<file path="config.mk">
export PLATFORM = sky130hd
export DESIGN_NAME = cell_bus_sched
export DESIGN_NICKNAME = d
export VERILOG_FILES = /design/src/rtl/cbs_pkg.sv /design/src/rtl/cbs_route.sv /design/src/rtl/cbs_arbiter.sv /design/src/rtl/cbs_mover.sv /design/src/rtl/cell_bus_sched.sv
export SDC_FILE = /design/constraint.sdc
export NUM_CORES = 1
export LEC_CHECK = 0
export ABC_AREA = 1
export BUFFER_PORTS_ARGS = -buffer_cell sky130_fd_sc_hd__buf_2
export CORE_UTILIZATION = 40
export CTS_CLUSTER_DIAMETER = 120
export DETAILED_ROUTE_END_ITERATION = 10
export GPL_TIMING_DRIVEN = 0
export HOLD_SLACK_MARGIN = 0.06
export PLACE_DENSITY = 0.7
export SYNTH_ARGS = -nofsm -noshare
export SYNTH_HDL_FRONTEND = slang
export SYNTH_SLANG_ARGS = --single-unit
</file>
<file path="constraint.sdc">
create_clock -name clk -period 10.1 [get_ports clk]
set_input_delay 2.02 -clock clk [delete_from_list [all_inputs] [get_ports clk]]
set_output_delay 2.02 -clock clk [all_outputs]
set_load 0.02 [all_outputs]
</file>
<file path="src/rtl/cbs_pkg.sv">
// Package: shared types and helpers for the local bus cell scheduler.
// Assumes nothing beyond the standard; no parameters live here.
package cbs_pkg;

    // Transfer engine state: waiting for a grant, or moving a cell.
    typedef enum logic [0:0] {
        MV_IDLE = 1'b0,
        MV_BUSY = 1'b1
    } mv_state_e;

    // Next index in a ring of n entries.
    function automatic int unsigned wrap_inc(input int unsigned v, input int unsigned n);
        return (v + 1 >= n) ? 0 : v + 1;
    endfunction

endpackage

</file>
<file path="src/rtl/cbs_route.sv">
// Route decode for one source queue.
// Maps the head cell's target port to a destination queue index.
// Assumes NUM_LOCAL is a power of two, so the lane is the low bits of
// the port and the module index is the remaining upper bits.
// FROM_GLOBAL marks the inbound queue: its cells always stay local.
module cbs_route #(
    parameter int NUM_LOCAL   = 4,
    parameter int PORT_W      = 6,
    parameter int MODULE_ID   = 2,
    parameter int IDX_W       = 3,
    parameter bit FROM_GLOBAL = 1'b0
) (
    input  logic [PORT_W-1:0] head_port,
    output logic [IDX_W-1:0]  dest_idx
);
    localparam int LANE_W = $clog2(NUM_LOCAL);
    localparam int MOD_W  = PORT_W - LANE_W;

    logic [LANE_W-1:0] lane;
    logic [MOD_W-1:0]  mod_of;
    logic              is_home;

    assign lane    = head_port[LANE_W-1:0];
    assign mod_of  = head_port[PORT_W-1:LANE_W];
    assign is_home = (mod_of == MOD_W'(MODULE_ID));

    // Pick the local lane for home-module or inbound cells, else the outbound queue.
    always_comb begin
        if (FROM_GLOBAL || is_home)
            dest_idx = IDX_W'(lane);
        else
            dest_idx = IDX_W'(NUM_LOCAL);
    end

endmodule

</file>
<file path="src/rtl/cbs_arbiter.sv">
// Priority arbiter with round-robin tie break.
// Finds the largest priority among eligible requesters, then takes the
// first requester at that priority scanning upward from rr_ptr.
// rr_ptr moves to one past the winner whenever the grant is taken.
// Assumes take is only raised while gnt_valid is high.
module cbs_arbiter #(
    parameter int N      = 5,
    parameter int PRIO_W = 3,
    parameter int IDX_W  = 3
) (
    input  logic              clk,
    input  logic              rst_n,
    input  logic [N-1:0]      elig,
    input  logic [N*PRIO_W-1:0] prio_flat,
    input  logic              take,
    output logic              gnt_valid,
    output logic [IDX_W-1:0]  gnt_idx
);
    import cbs_pkg::*;

    logic [PRIO_W-1:0] pr [N];
    logic [PRIO_W-1:0] top_prio;
    logic [N-1:0]      cand;
    logic [IDX_W-1:0]  rr_ptr;

    for (genvar g = 0; g < N; g++) begin : g_prio
        assign pr[g] = prio_flat[g*PRIO_W +: PRIO_W];
    end

    // Largest priority over the eligible set, and the requesters holding it.
    always_comb begin
        top_prio = '0;
        for (int i = 0; i < N; i++) begin
            if (elig[i] && (pr[i] > top_prio))
                top_prio = pr[i];
        end
        for (int i = 0; i < N; i++) begin
            cand[i] = elig[i] && (pr[i] == top_prio);
        end
    end

    // Round-robin scan of the candidates starting at rr_ptr.
    always_comb begin
        logic found;
        found     = 1'b0;
        gnt_idx   = '0;
        gnt_valid = |elig;
        for (int off = 0; off < N; off++) begin
            int unsigned idx;
            idx = int'(rr_ptr) + off;
            if (idx >= N)
                idx = idx - N;
            if (!found && cand[idx]) begin
                found   = 1'b1;
                gnt_idx = IDX_W'(idx);
            end
        end
    end

    // Advance the round-robin pointer past each taken grant.
    always_ff @(posedge clk) begin
        if (!rst_n)
            rr_ptr <= '0;
        else if (take)
            rr_ptr <= IDX_W'(wrap_inc(int'(gnt_idx), N));
    end

    // Any eligible requester ranked above the granted one.
    logic beaten;
    always_comb begin
        beaten = 1'b0;
        for (int i = 0; i < N; i++) begin
            if (elig[i] && (pr[i] > pr[gnt_idx]))
                beaten = 1'b1;
        end
    end


    grant_is_eligible_chk: assert property (@(posedge clk) disable iff (!rst_n)
        gnt_valid |-> elig[gnt_idx]);


    grant_top_prio_chk: assert property (@(posedge clk) disable iff (!rst_n)
        gnt_valid |-> !beaten);

endmodule

</file>
<file path="src/rtl/cbs_mover.sv">
// Cell transfer engine.
// In an idle cycle it latches a valid grant, then drives the read
// enable of the source and the write enable of the destination for
// WORDS cycles. The bus word passes straight from the source head to the
// destination (show-ahead queues). It returns to idle after the last word.
module cbs_mover #(
    parameter int N      = 5,
    parameter int DATA_W = 32,
    parameter int WORDS  = 14,
    parameter int IDX_W  = 3
) (
    input  logic                clk,
    input  logic                rst_n,
    input  logic                gnt_valid,
    input  logic [IDX_W-1:0]    gnt_src,
    input  logic [IDX_W-1:0]    gnt_dst,
    input  logic [N*DATA_W-1:0] src_rd_data,
    output logic                take,
    output logic [N-1:0]        src_rd_en,
    output logic [N-1:0]        dst_wr_en,
    output logic [DATA_W-1:0]   dst_wr_data
);
    import cbs_pkg::*;

    localparam int CNT_W = $clog2(WORDS);

    mv_state_e        state;
    logic [CNT_W-1:0] word_cnt;
    logic [IDX_W-1:0] cur_src;
    logic [IDX_W-1:0] cur_dst;

    assign take = (state == MV_IDLE) && gnt_valid;

    // Hold the bus for one cell, counting words until the last one.
    always_ff @(posedge clk) begin
        if (!rst_n) begin
            state    <= MV_IDLE;
            word_cnt <= '0;
            cur_src  <= '0;
            cur_dst  <= '0;
        end else if (state == MV_IDLE) begin
            if (gnt_valid) begin
                state    <= MV_BUSY;
                word_cnt <= '0;
                cur_src  <= gnt_src;
                cur_dst  <= gnt_dst;
            end
        end else begin
            if (word_cnt == CNT_W'(WORDS - 1)) begin
                state    <= MV_IDLE;
                word_cnt <= '0;
            end else begin
                word_cnt <= word_cnt + 1'b1;
            end
        end
    end

    // Drive the enables and the bus word for the active pair.
    always_comb begin
        src_rd_en   = '0;
        dst_wr_en   = '0;
        dst_wr_data = src_rd_data[cur_src*DATA_W +: DATA_W];
        if (state == MV_BUSY) begin
            src_rd_en = N'(1) << cur_src;
            dst_wr_en = N'(1) << cur_dst;
        end
    end

    // Length of the current run of bus activity, kept for the checks below.
    logic [CNT_W:0] run_len;
    always_ff @(posedge clk) begin
        if (!rst_n)
            run_len <= '0;
        else if (|src_rd_en)
            run_len <= run_len + 1'b1;
        else
            run_len <= '0;
    end


    one_src_chk: assert property (@(posedge clk) disable iff (!rst_n)
        $onehot0(src_rd_en));


    one_dst_chk: assert property (@(posedge clk) disable iff (!rst_n)
        $onehot0(dst_wr_en));


    cell_len_chk: assert property (@(posedge clk) disable iff (!rst_n)
        $fell(|src_rd_en) |-> (run_len == (CNT_W+1)'(WORDS)));


    cell_not_long_chk: assert property (@(posedge clk) disable iff (!rst_n)
        (|src_rd_en) |-> (run_len < (CNT_W+1)'(WORDS)));


    pair_steady_chk: assert property (@(posedge clk) disable iff (!rst_n)
        ((|src_rd_en) && (run_len != '0)) |-> ($stable(src_rd_en) && $stable(dst_wr_en)));

endmodule

</file>
<file path="src/rtl/cell_bus_sched.sv">
// Local bus cell transfer scheduler for one switching module.
// Sources 0..NUM_LOCAL-1 are local input queues; source NUM_LOCAL is
// the inbound queue from the inter-module bus. Destinations use the
// same numbering, with NUM_LOCAL as the outbound queue. Each source is
// eligible when it holds a full cell and its routed destination has
// room for one. The arbiter picks one and the mover carries the cell.
module cell_bus_sched #(
    parameter int NUM_LOCAL = 4,
    parameter int PORT_W    = 6,
    parameter int PRIO_W    = 3,
    parameter int DATA_W    = 32,
    parameter int WORDS     = 14,
    parameter int MODULE_ID = 2,
    localparam int NQ       = NUM_LOCAL + 1,
    localparam int IDX_W    = $clog2(NQ)
) (
    input  logic                 clk,
    input  logic                 rst_n,
    input  logic [NQ-1:0]        src_cell_rdy,
    input  logic [NQ*PORT_W-1:0] src_head_port,
    input  logic [NQ*PRIO_W-1:0] src_head_prio,
    input  logic [NQ*DATA_W-1:0] src_rd_data,
    output logic [NQ-1:0]        src_rd_en,
    input  logic [NQ-1:0]        dst_room,
    output logic [NQ-1:0]        dst_wr_en,
    output logic [DATA_W-1:0]    dst_wr_data
);
    logic [IDX_W-1:0] dest_idx [NQ];
    logic [NQ-1:0]    elig;
    logic             gnt_valid;
    logic [IDX_W-1:0] gnt_idx;
    logic [IDX_W-1:0] gnt_dst;
    logic             take;

    // Route decode and eligibility per source; the last one is the inbound queue.
    for (genvar g = 0; g < NQ; g++) begin : g_src
        cbs_route #(
            .NUM_LOCAL  (NUM_LOCAL),
            .PORT_W     (PORT_W),
            .MODULE_ID  (MODULE_ID),
            .IDX_W      (IDX_W),
            .FROM_GLOBAL(g == NUM_LOCAL)
        ) route_i (
            .head_port(src_head_port[g*PORT_W +: PORT_W]),
            .dest_idx (dest_idx[g])
        );
        assign elig[g] = src_cell_rdy[g] & dst_room[dest_idx[g]];
    end

    assign gnt_dst = dest_idx[gnt_idx];

    cbs_arbiter #(
        .N     (NQ),
        .PRIO_W(PRIO_W),
        .IDX_W (IDX_W)
    ) arb_i (
        .clk      (clk),
        .rst_n    (rst_n),
        .elig     (elig),
        .prio_flat(src_head_prio),
        .take     (take),
        .gnt_valid(gnt_valid),
        .gnt_idx  (gnt_idx)
    );

    cbs_mover #(
        .N     (NQ),
        .DATA_W(DATA_W),
        .WORDS (WORDS),
        .IDX_W (IDX_W)
    ) mover_i (
        .clk        (clk),
        .rst_n      (rst_n),
        .gnt_valid  (gnt_valid),
        .gnt_src    (gnt_idx),
        .gnt_dst    (gnt_dst),
        .src_rd_data(src_rd_data),
        .take       (take),
        .src_rd_en  (src_rd_en),
        .dst_wr_en  (dst_wr_en),
        .dst_wr_data(dst_wr_data)
    );


    inbound_stays_local_chk: assert property (@(posedge clk) disable iff (!rst_n)
        src_rd_en[NUM_LOCAL] |-> !dst_wr_en[NUM_LOCAL]);


    start_was_ready_chk: assert property (@(posedge clk) disable iff (!rst_n)
        $rose(|src_rd_en) |-> (((src_rd_en & $past(src_cell_rdy)) != '0) &&
                               ((dst_wr_en & $past(dst_room)) != '0)));


    quiet_after_reset_chk: assert property (@(posedge clk)
        !$past(rst_n) |-> ((src_rd_en == '0) && (dst_wr_en == '0)));

endmodule

</file>
## Yosys cells after proc, flatten, opt, wreduce, memory -nomap -nowiden

Cells that the tools add are included.

| cells by class | value |
|---|---|
| bitwise gates (word level) | 7 |
| $add $sub $neg | 11 |
| muxes and demuxes | 55 |
| magnitude comparators | 22 |
| reduce and logical (&&, ||, !) cells | 22 |
| equal/unequal tests | 10 |
| shifts and indexed selects | 3 |

Operators by type and width:

| cell | number |
|---|---|
| $lt 32x4->1 const B | 5 |
| $mux 32 | 5 |
| $shiftx 160x9->32 | 1 |
| $ge 32x3->1 const B | 4 |
| $sub 32x3->32 const B | 4 |
| $mux 3 | 17 |
| $bmux 1 s3 | 9 |
| $mux 1 | 17 |
| $eq 4x2->1 const B | 4 |
| $lt 3x4->1 const B | 4 |
| $eq 3x3->1 | 5 |
| $logic_and 1x1->1 | 15 |
| $gt 3x3->1 | 4 |
| $mux 4 | 3 |
| $mux 5 | 2 |
| $shl 1x3->5 const A | 2 |
| $bmux 3 s3 | 1 |
| $add 3x1->4 const B | 2 |
| $add 3x2->4 const B | 2 |
| $and 1x1->1 | 5 |
| $reduce_or 5->1 | 1 |
| $add 3x3->4 const B | 1 |
| $add 4x1->4 const B | 1 |
| $eq 4x4->1 const B | 1 |
| 12 further kinds | 15 |

| storage, ports and cells | value |
|---|---|
| register bits after elaboration | 14 |
| word-level logic and storage cells | 135 |

## Logic depth before layout (Yosys ltp)

Gate-level depths: netlist of run 1.

| logic depth | value |
|---|---|
| depth after elaboration | 40 |
| gate-level depth with buffers | 63 |
| mapped depth without buffers | 63 |

## By module

A second synthesis of run 1 with hierarchy kept.

| unflattened totals | value |
|---|---|
| cell total of the unflattened synthesis | 864 |
| area total of the unflattened synthesis | 4520.6 um2 |

By module, submodules not included:

| module | instances | cells each | sequential area each (um2) | area an instance (um2) |
|---|---|---|---|---|
| cbs_arbiter | 1 | 364 | 60.1 | 1984.4 |
| cbs_mover | 1 | 366 | 220.2 | 1921.8 |
| cell_bus_sched | 1 | 98 | 0.0 | 437.9 |
| cbs_route at g_src[0].route_i ... | 4 | 8 | 0.0 | 37.5 |
| cbs_route at g_src[4].route_i | 1 | 4 | 0.0 | 26.3 |

## Worst setup path before layout of run 1

OpenSTA, ideal clock, no wires.

| timing | value |
|---|---|
| path type | in2reg |
| start | input src_head_port[3] |
| end | register arb_i.rr_ptr[1] |
| buffers on the path | 0 |
| setup slack | 1.503 ns |
| library setup time | 0.071 ns |
| cell stages on the path | 56 |
| required time | 10.029 ns |
| arrival | 8.525 ns |
| cells stage by stage | inv_1 > nor2_4 > nand2_1 > a21boi_1 > nand2_1 > nor2_2 > inv_1 > ha_1 > nand3b_1 > a32oi_2 > nand3_4 > o21ai_1 > ha_1 > o21ai_0 > nand3_2 > nand3_2 > nand3_1 > nand2_1 > [... 20 more ...] > nand2_1 > nor2_2 > nand2_2 > nand2_1 > nand2_1 > nor2_2 > nand2_2 > nand2_4 > nor2_8 > nand3_1 > nand2_2 > nor2_2 > nor2_4 > ha_1 > inv_1 > nor2_1 > nand3_1 > a21oi_1 |

| between the ends | value |
|---|---|
| cells in the longest elaborated chain, start to end | 39 |

Ends and longest elaborated chain:

| what | line | RTL |
|---|---|---|
| from (decl) | cell_bus_sched.sv:20 | `input logic [NQ*PORT_W-1:0] src_head_port,` |
| $eq 4x2->1 * | cbs_route.sv:25 | `assign is_home = (mod_of == MOD_W'(MODULE_ID));` |
| $mux 3 * | cbs_route.sv:29 | `if (FROM_GLOBAL \|\| is_home)` |
| $bmux 1 s3 * | cell_bus_sched.sv:47 | `assign elig[g] = src_cell_rdy[g] & dst_room[dest_idx[g]];` |
| $mux 1 (not written as such) * | cell_bus_sched.sv:47 |  |
| $and 1x1->1 * | cell_bus_sched.sv:47 |  |
| $logic_and 1x1->1 | cbs_arbiter.sv:34 | `if (elig[i] && (pr[i] > top_prio))` |
| $mux 3 | cbs_arbiter.sv:34 |  |
| $gt 3x3->1 | cbs_arbiter.sv:34 |  |
| [... 24 more ...] | n/a |  |
| $mux 1 | cbs_arbiter.sv:53 | `if (!found && cand[idx]) begin` |
| $logic_not 1->1 | cbs_arbiter.sv:53 |  |
| $logic_and 1x1->1 | cbs_arbiter.sv:53 |  |
| $mux 3 * | cbs_arbiter.sv:53 |  |
| net arb_i.gnt_idx[1] | cbs_arbiter.sv:17 | `output logic [IDX_W-1:0] gnt_idx` |
| $add 3x1->4 * | cbs_pkg.sv:13 | `return (v + 1 >= n) ? 0 : v + 1;` |
| $ge 4x3->1 | cbs_pkg.sv:13 |  |
| $mux 3 * | cbs_pkg.sv:13 |  |
| to (signal assigned) | cbs_arbiter.sv:65 | `rr_ptr <= IDX_W'(wrap_inc(int'(gnt_idx), N));` |
| to (decl) | cbs_arbiter.sv:24 | `logic [IDX_W-1:0] rr_ptr;` |

Mark *: on every way through the listed nets, which the timed path passes. The rest lies on a longest branch. The select of a mux whose other input is x is not followed.
A chain may end at the register's enable or synchronous reset.

## Worst setup path in the final report of run 1

| timing | value |
|---|---|
| start | input src_head_port[5] |
| end | register arb_i.rr_ptr[2] |

The elaborated chain is that of the path after synthesis.

==> results.sh, run 1 <==
export IMPL_yosysWarnings=0
export IMPL_grt_max_degree=11
export IMPL_wl_per_cell_um=15.1
export IMPL_rsz0062_at_grt="no"
export IMPL_avgSynthCellArea_um2=5.70
export IMPL_hold_class="reg2reg"
export IMPL_path_clk_slew_ns=0.05
export IMPL_layout_drive_gt1_share_pct=34.1
export IMPL_synth_seq_cells=14
export IMPL_finalHoldViolations=0
export IMPL_clk_latency_ns=0.25
export IMPL_ys_top_cells_by_area="nand3_1 (21%), nand2_1 (16%), nand4_1 (6.9%)"
export IMPL_fin_hold_ws_ns=0.479
export IMPL_chipHeight_um=109
export IMPL_max_cap_violations=0
export IMPL_antenna_found_initial=3
export IMPL_ant_nets=0
export IMPL_via_per_inst=5.31
export IMPL_crit_path_top_delay_cell="or2_2"
export IMPL_r2r_slack_ns=6.29
export IMPL_yosysTopAreaCellShare_pct=20.9
export IMPL_r2r_end="arb_i.rr_ptr[2]$_SDFFE_PN0P_"
export IMPL_port_buffers=254
export IMPL_critPathMaxStageDelay_ns=0.35
export IMPL_hold_buffers=0
export IMPL_cts_tree="done"
export IMPL_hold_start="mover_i.cur_dst[2]$_SDFFE_PN0P_"
export IMPL_fmax_ghz=0.109
export IMPL_worstMarginPinSlew_ns=0.666
export IMPL_fin_crit_sh_pct=91.2
export IMPL_yosysSeqAreaShare_pct=6.14
export IMPL_coreArea_um2=11000
export IMPL_track_usage_pct=28.2
export IMPL_power_density_nw_per_um2=279
export IMPL_hold_path_depth=2
export IMPL_cts_resized=0
export IMPL_rr_startpoint="arb_i.rr_ptr[0]$_SDFFE_PN0P_"
export IMPL_dieArea_um2=11800
export IMPL_crit_top_cell="nand2_1"
export IMPL_fin_crit_ns=9.21
export IMPL_grt_overflow=0
export IMPL_postPlaceCellArea_um2=6010
export IMPL_top_signal_layer_used="met4"
export IMPL_p_leak_nw=3.25
export IMPL_critPathRequiredTime_ns=10.27
export IMPL_rows=38
export IMPL_place_congestion=0.912
export IMPL_critPathKind="in2reg"
export IMPL_wl_um=18100
export IMPL_route_detailed_drc=0
export IMPL_ios=259
export IMPL_numClockSinks=14
export IMPL_setup_viol=0
export IMPL_grt_pass1_vias=5306
export IMPL_max_slew_margin_pct=55.2
export IMPL_ctsLongestPathBuffers=2
export IMPL_ys_types=49
export IMPL_syn_instance_count=801
export IMPL_synth_fp_nets=1041
export IMPL_status="finished clean"
export IMPL_critical_path_arrival_ns=9.38
export IMPL_area_growth_pct=33.8
export IMPL_dr_total_vias=6382
export IMPL_synth_edf_count=0
export IMPL_cp_start_kind="input port"
export IMPL_drtIter0Drc=747
export IMPL_yosysTopAreaCell="nand3_1"
export IMPL_setup_tns_ns=0
export IMPL_routedLengthMet1_um=7970
export IMPL_rr_worst_depth=20
export IMPL_cts_buffers_inserted=3
export IMPL_hold_end="mover_i.cur_dst[2]$_SDFFE_PN0P_"
export IMPL_start_util_pct=41.6
export IMPL_power_ir_vdd_worst_v=0.000183
export IMPL_root_buffer="clkbuf_16"
export IMPL_report_final_slew_viol_count=0
export IMPL_fp_dieW_um=109
export IMPL_grt_first_pass_wirelength_um=26300
export IMPL_crit_fanout=7
export IMPL_endpoint_kind="flop"
export IMPL_htree_levels=1
export IMPL_post_cts_buffers=0
export IMPL_finClkSkew_ns=0.00350
export IMPL_wl_met3_um=1730
export IMPL_syn_area_um2=4560
export IMPL_drtPass1Iterations=6
export IMPL_dr_wl_met2_um=8140
export IMPL_fin_area_um2=6110
export IMPL_async_flop_share_pct=0
export IMPL_ys_flop_type="dfxtp_1"
export IMPL_dp_hpwl_um=15400
export IMPL_nNetsFinal=1300
state kept, by name, summed over array words and instances, names as in the netlist:
register and flops:
mover_i.cur_dst 3, arb_i.rr_ptr 3, mover_i.cur_src 3, mover_i.state 1, mover_i.word_cnt 4
cells in the mapped netlist, drive strengths merged, types with 2 or more instances:
| cell type | number |
|---|---|
| a211oi | 3 |
| a21boi | 3 |
| a21oi | 20 |
| a31oi | 2 |
| buf | 8 |
| clkbuf | 30 |
| clkinv | 3 |
| dfxtp | 14 |
| ha | 22 |
| inv | 80 |
| nand2 | 228 |
| nand3 | 209 |
| nand3b | 4 |
| nand4 | 52 |
| nor2 | 67 |
| nor3 | 9 |
| o211ai | 3 |
| o21ai | 22 |
| o22ai | 5 |
| or2 | 2 |
| xnor2 | 2 |
| xor2 | 7 |
critical path, delay by kind of cell:
kind,cells,cell delay (ns)
AND/OR/NAND/NOR,37,3.95
AO/OA/AOI/OAI,10,1.67
adder cells (fa/ha/maj),5,1.34
buffers and inverters,5,0.37
how the worst max path moves through the flow:
stage	to	startpoint	cells after the start	slack, ns
2_1_floorplan	arb_i.rr_ptr[1]$_SDFFE_PN0P_	src_head_port[3]	56	1.50
3_3_place_gp	arb_i.rr_ptr[1]$_SDFFE_PN0P_	src_head_port[5]	56	0.71
3_5_place_dp	arb_i.rr_ptr[2]$_SDFFE_PN0P_	src_head_port[5]	57	0.63
4_1_cts	arb_i.rr_ptr[2]$_SDFFE_PN0P_	src_head_port[2]	57	0.88
5_1_grt	arb_i.rr_ptr[2]$_SDFFE_PN0P_	src_head_port[3]	58	0.03
6_report	arb_i.rr_ptr[2]$_SDFFE_PN0P_	src_head_port[5]	57	0.89
through the flow:
step	power [mW]	cells	utilization, %	worst slack, ns
after floorplan	1.21	801	-	1.50
after global placement	1.60	1195	54.7	0.707
after detailed placement	1.60	1195	54.7	0.633
after CTS	1.69	1199	55.5	0.878
after global routing	1.88	1200	55.6	0.0276
final	1.70	1202	55.6	0.889
power by group:
| part | total, mW | switching, mW | internal, mW |
|---|---|---|---|
| logic | 1.54 | 1.05 | 0.489 |
| clock network | 0.0835 | 0.0235 | 0.0600 |
| registers | 0.0795 | 0.0102 | 0.0693 |
routing by layer:
metal | vias up | GRT usage, %
li1 | 3254 | -
met1 | 2785 | 38.6
met2 | 313 | 46.5
met3 | 30 | 5.74
met4 | 0 | 3.86
met5 | - | 0
layout make-up:
type | count | area, um^2
Sequential cell | 14 | 280
Fill cell | 1163 | 4880
Buffer | 38 | 143
Antenna cell | 3 | 7.51
Inverter | 83 | 314
Clock buffer | 4 | 88.8
Tap cell | 140 | 175
Multi-Input combinational cell | 666 | 3830
Timing Repair Buffer | 254 | 1270
logic make-up (layout without fill, tap and decap cells):
kind of cell    count (synthesis)  count (layout)  share of synthesized area [%]
other cells                     0               3                              0
flops                          14              14                           6.14
fa+ha+maj                      23              23                           6.47
compound gates                 61              61                           8.91
xor+xnor                        9               9                           1.89
simple gates                  573             573                           66.6
buf+inv                       121             379                           10.0
cells in the final DEF (no fill, tap or decap), types with 3 or more instances in the layout:
cell / instances
buf_2: 254
xor2_1: 6
nor3_1: 8
nand3_4: 5
a21oi_1: 17
dfxtp_1: 14
nor2_2: 15
nor2_1: 38
nand2_4: 9
nand2_2: 20
clkinv_1: 3
clkbuf_16: 3
nand4_1: 50
a211oi_1: 3
nor2_4: 13
inv_1: 71
nand3_2: 13
inv_2: 8
a21oi_2: 3
nand2_1: 198
o22ai_1: 5
buf_1: 8
diode_2: 3
nand3_1: 191
clkbuf_1: 30
o21ai_1: 7
nand3b_1: 3
o21ai_0: 12
ha_1: 22
(Power assumes the default switching activity.)
==> inputs of run 2 (changes only) <==
PLACE_DENSITY = 0.73   (was 0.7)
SLEW_MARGIN = 20   (was unset)
clock period = 8.1 ns   (was 10.1 ns; I/O delays follow)
==> run 2 against run 1 <==
  * The run now ends with negative setup slack left
  * Final area rose by 13%
  * Cell count rose by 2.7%
  * Non-clock buffer count rose by 35
  * Sequential cell count did not move
  * Global-route usage rose by 2.5 points
  * Combinational power rose by 55%
  * Setup slack got worse by 1.1 ns
  * Core utilization rose by 7.2 points
  * Power rose by 51%
  * Die area did not move
  * First-iteration DRC count fell by 13%
  * Hold slack got worse by 0.0068 ns
==> results.sh, run 2 (synthesis gave the netlist of run 1 again) <==
export IMPL_dieArea_um2=11800
export IMPL_grt_overflow=0
export IMPL_rsz0062_at_grt="yes"
export IMPL_seq_area_um2=280
export IMPL_p_sw_share_pct=60.7
export IMPL_critPathMaxStageDelay_ns=0.28
export IMPL_worstMarginPinSlew_ns=0.749
export IMPL_dr_total_vias=6786
export IMPL_worst_slack_ns=-0.171
export IMPL_regMostFlops="mover_i.word_cnt"
export IMPL_route_detailed_drc=0
export IMPL_grt_pass1_vias=5865
export IMPL_dp_hpwl_um=15800
export IMPL_rows=38
export IMPL_track_usage_pct=30.7
export IMPL_htree_levels=1
export IMPL_nNetsFinal=1335
export IMPL_wl_per_cell_um=16.3
export IMPL_max_slew_margin_pct=49.9
export IMPL_report_final_slew_viol_count=0
export IMPL_clk_latency_ns=0.24
export IMPL_max_cap_violations=0
export IMPL_ios=259
export IMPL_endpoint_kind="flop"
export IMPL_place_ws_ns=-0.863
export IMPL_via_per_inst=5.50
export IMPL_crit_top_cell="nand2_4"
export IMPL_ant_nets=0
export IMPL_mostFrequentLayoutCell="buf_2"
export IMPL_p_sw_mw=1.57
export IMPL_ctsLongestPathBuffers=2
export IMPL_coreArea_um2=11000
export IMPL_critPathKind="in2reg"
export IMPL_drtPass1Iterations=6
export IMPL_chipHeight_um=109
export IMPL_wl_um=20100
export IMPL_pwr_share_clk_pct=3.5
export IMPL_pwr_share_seq_pct=3.8
export IMPL_place_congestion=0.881
export IMPL_status="finished, violations left"
export IMPL_fin_crit_sh_pct=102
export IMPL_cts_tree="done"
export IMPL_finalHoldViolations=0
export IMPL_path_clk_slew_ns=0.04
export IMPL_critPathRequiredTime_ns=8.27
export IMPL_area_growth_pct=51.0
export IMPL_violations="negative setup slack"
export IMPL_crit_path_top_delay_cell="ha_4"
export IMPL_p_leak_nw=3.50
export IMPL_grt_max_degree=11
export IMPL_layout_drive_gt1_share_pct=43.9
export IMPL_fmax_ghz=0.121
export IMPL_p_int_mw=1.01
export IMPL_setup_viol=8
export IMPL_root_buffer="clkbuf_16"
export IMPL_fp_dieW_um=109
export IMPL_setup_tns_ns=-0.781
export IMPL_hold_buffers=0
export IMPL_p_comb_share_pct=92.7
export IMPL_hold_class="reg2reg"
export IMPL_numClockSinks=14
export IMPL_power_ir_vdd_worst_v=0.000217
export IMPL_largest_reg_flops=4
export IMPL_final_cell_mix="buf_2 (251), nand2_1 (176), nand3_1 (171)"
export IMPL_finClkSkew_ns=0.00254
export IMPL_fillers=1033
export IMPL_cp_start_kind="input port"
export IMPL_power_density_nw_per_um2=375
export IMPL_critical_path_arrival_ns=8.44
export IMPL_start_util_pct=41.6
export IMPL_crit_fanout=7
export IMPL_antenna_found_initial=2
export IMPL_drtIter0Drc=650
export IMPL_grt_first_pass_wirelength_um=28800
export IMPL_fin_crit_ns=8.27
export IMPL_cts_buffers_inserted=3
export IMPL_multiInputGateArea_um2=4320
export IMPL_port_buffers=254
==> run 2: what timing repair did <==
| item | CTS | global route |
|---|---|---|
| endpoints found under the setup margin | 9 | 9 |
| pin swaps | 55 | 75 |
| resized for setup | 47 | 77 |
| gates cloned | 0 | 0 |
| setup buffers | 16 | 19 |
==> run 2: cell type report <==
class                           count  share of cell area [%]
Inverter                           83                    4.67
Antenna cell                        1                  0.0363
Timing Repair Buffer              289                    22.9
Tap cell                          140                    2.54
Multi-Input combinational cell    666                    62.6
Sequential cell                    14                    4.07
Clock buffer                        3                    1.09
Buffer                             38                    2.07
==> run 2: critical path: cells and delay by family <==
| family | cells | cell delay [ns] |
|---|---|---|
| and+or+nand+nor | 40 | 4.28 |
| adders and majority gates | 5 | 1.08 |
| AOI/OAI and AO/OA | 8 | 1.01 |
| buffers and inverters | 6 | 0.42 |
==> run 2: through the flow <==
| step | instances | hold slack, ns | instance area (um^2) | util [%] | power (mW) |
|---|---|---|---|---|---|
| global placement | 1195 | 0.458 | 6010 | 54.8 | 1.99 |
| global route | 1233 | 0.490 | 6890 | 62.7 | 2.79 |
| finish | 1234 | 0.472 | 6890 | 62.8 | 2.58 |
| floorplan | 801 | 0.445 | 4570 | - | 1.51 |
| detailed placement | 1195 | 0.464 | 6010 | 54.8 | 2.01 |
| CTS | 1214 | 0.470 | 6430 | 58.5 | 2.25 |
==> run 2: metal layers <==
metal | vias up | wire length (um) | global-route usage (%)
met3 | 41 | 1670 | 5.08
met1 | 3109 | 8620 | 41.2
met2 | 329 | 9360 | 51.3
li1 | 3305 | - | -
met5 | - | 17 | 0
met4 | 2 | 434 | 6.76
==> run 2: final timing paths <==
path / startpoint / end / slack, ns / cells past startpoint
worst max-delay path: src_head_port[5] / arb_i.rr_ptr[2]$_SDFFE_PN0P_ / -0.17 / 59
worst min-delay path: mover_i.cur_dst[2]$_SDFFE_PN0P_ / mover_i.cur_dst[2]$_SDFFE_PN0P_ / 0.47 / 2
worst max register to register: arb_i.rr_ptr[0]$_SDFFE_PN0P_ / arb_i.rr_ptr[2]$_SDFFE_PN0P_ / 4.30 / 24
worst min register to register: mover_i.cur_dst[2]$_SDFFE_PN0P_ / mover_i.cur_dst[2]$_SDFFE_PN0P_ / 0.47 / 2
==> run 2: power by group through the flow <==
| stage | clock, mW | sequential (mW) | combinational, mW |
|---|---|---|---|
| final | 0.0892 | 0.0993 | 2.39 |
| after global routing | 0.0921 | 0.102 | 2.60 |
| after CTS | 0.0888 | 0.0994 | 2.06 |
| after detailed placement | 0 | 0.100 | 1.91 |
| after global placement | 0 | 0.0995 | 1.89 |
| after floorplan | 0 | 0.0970 | 1.41 |
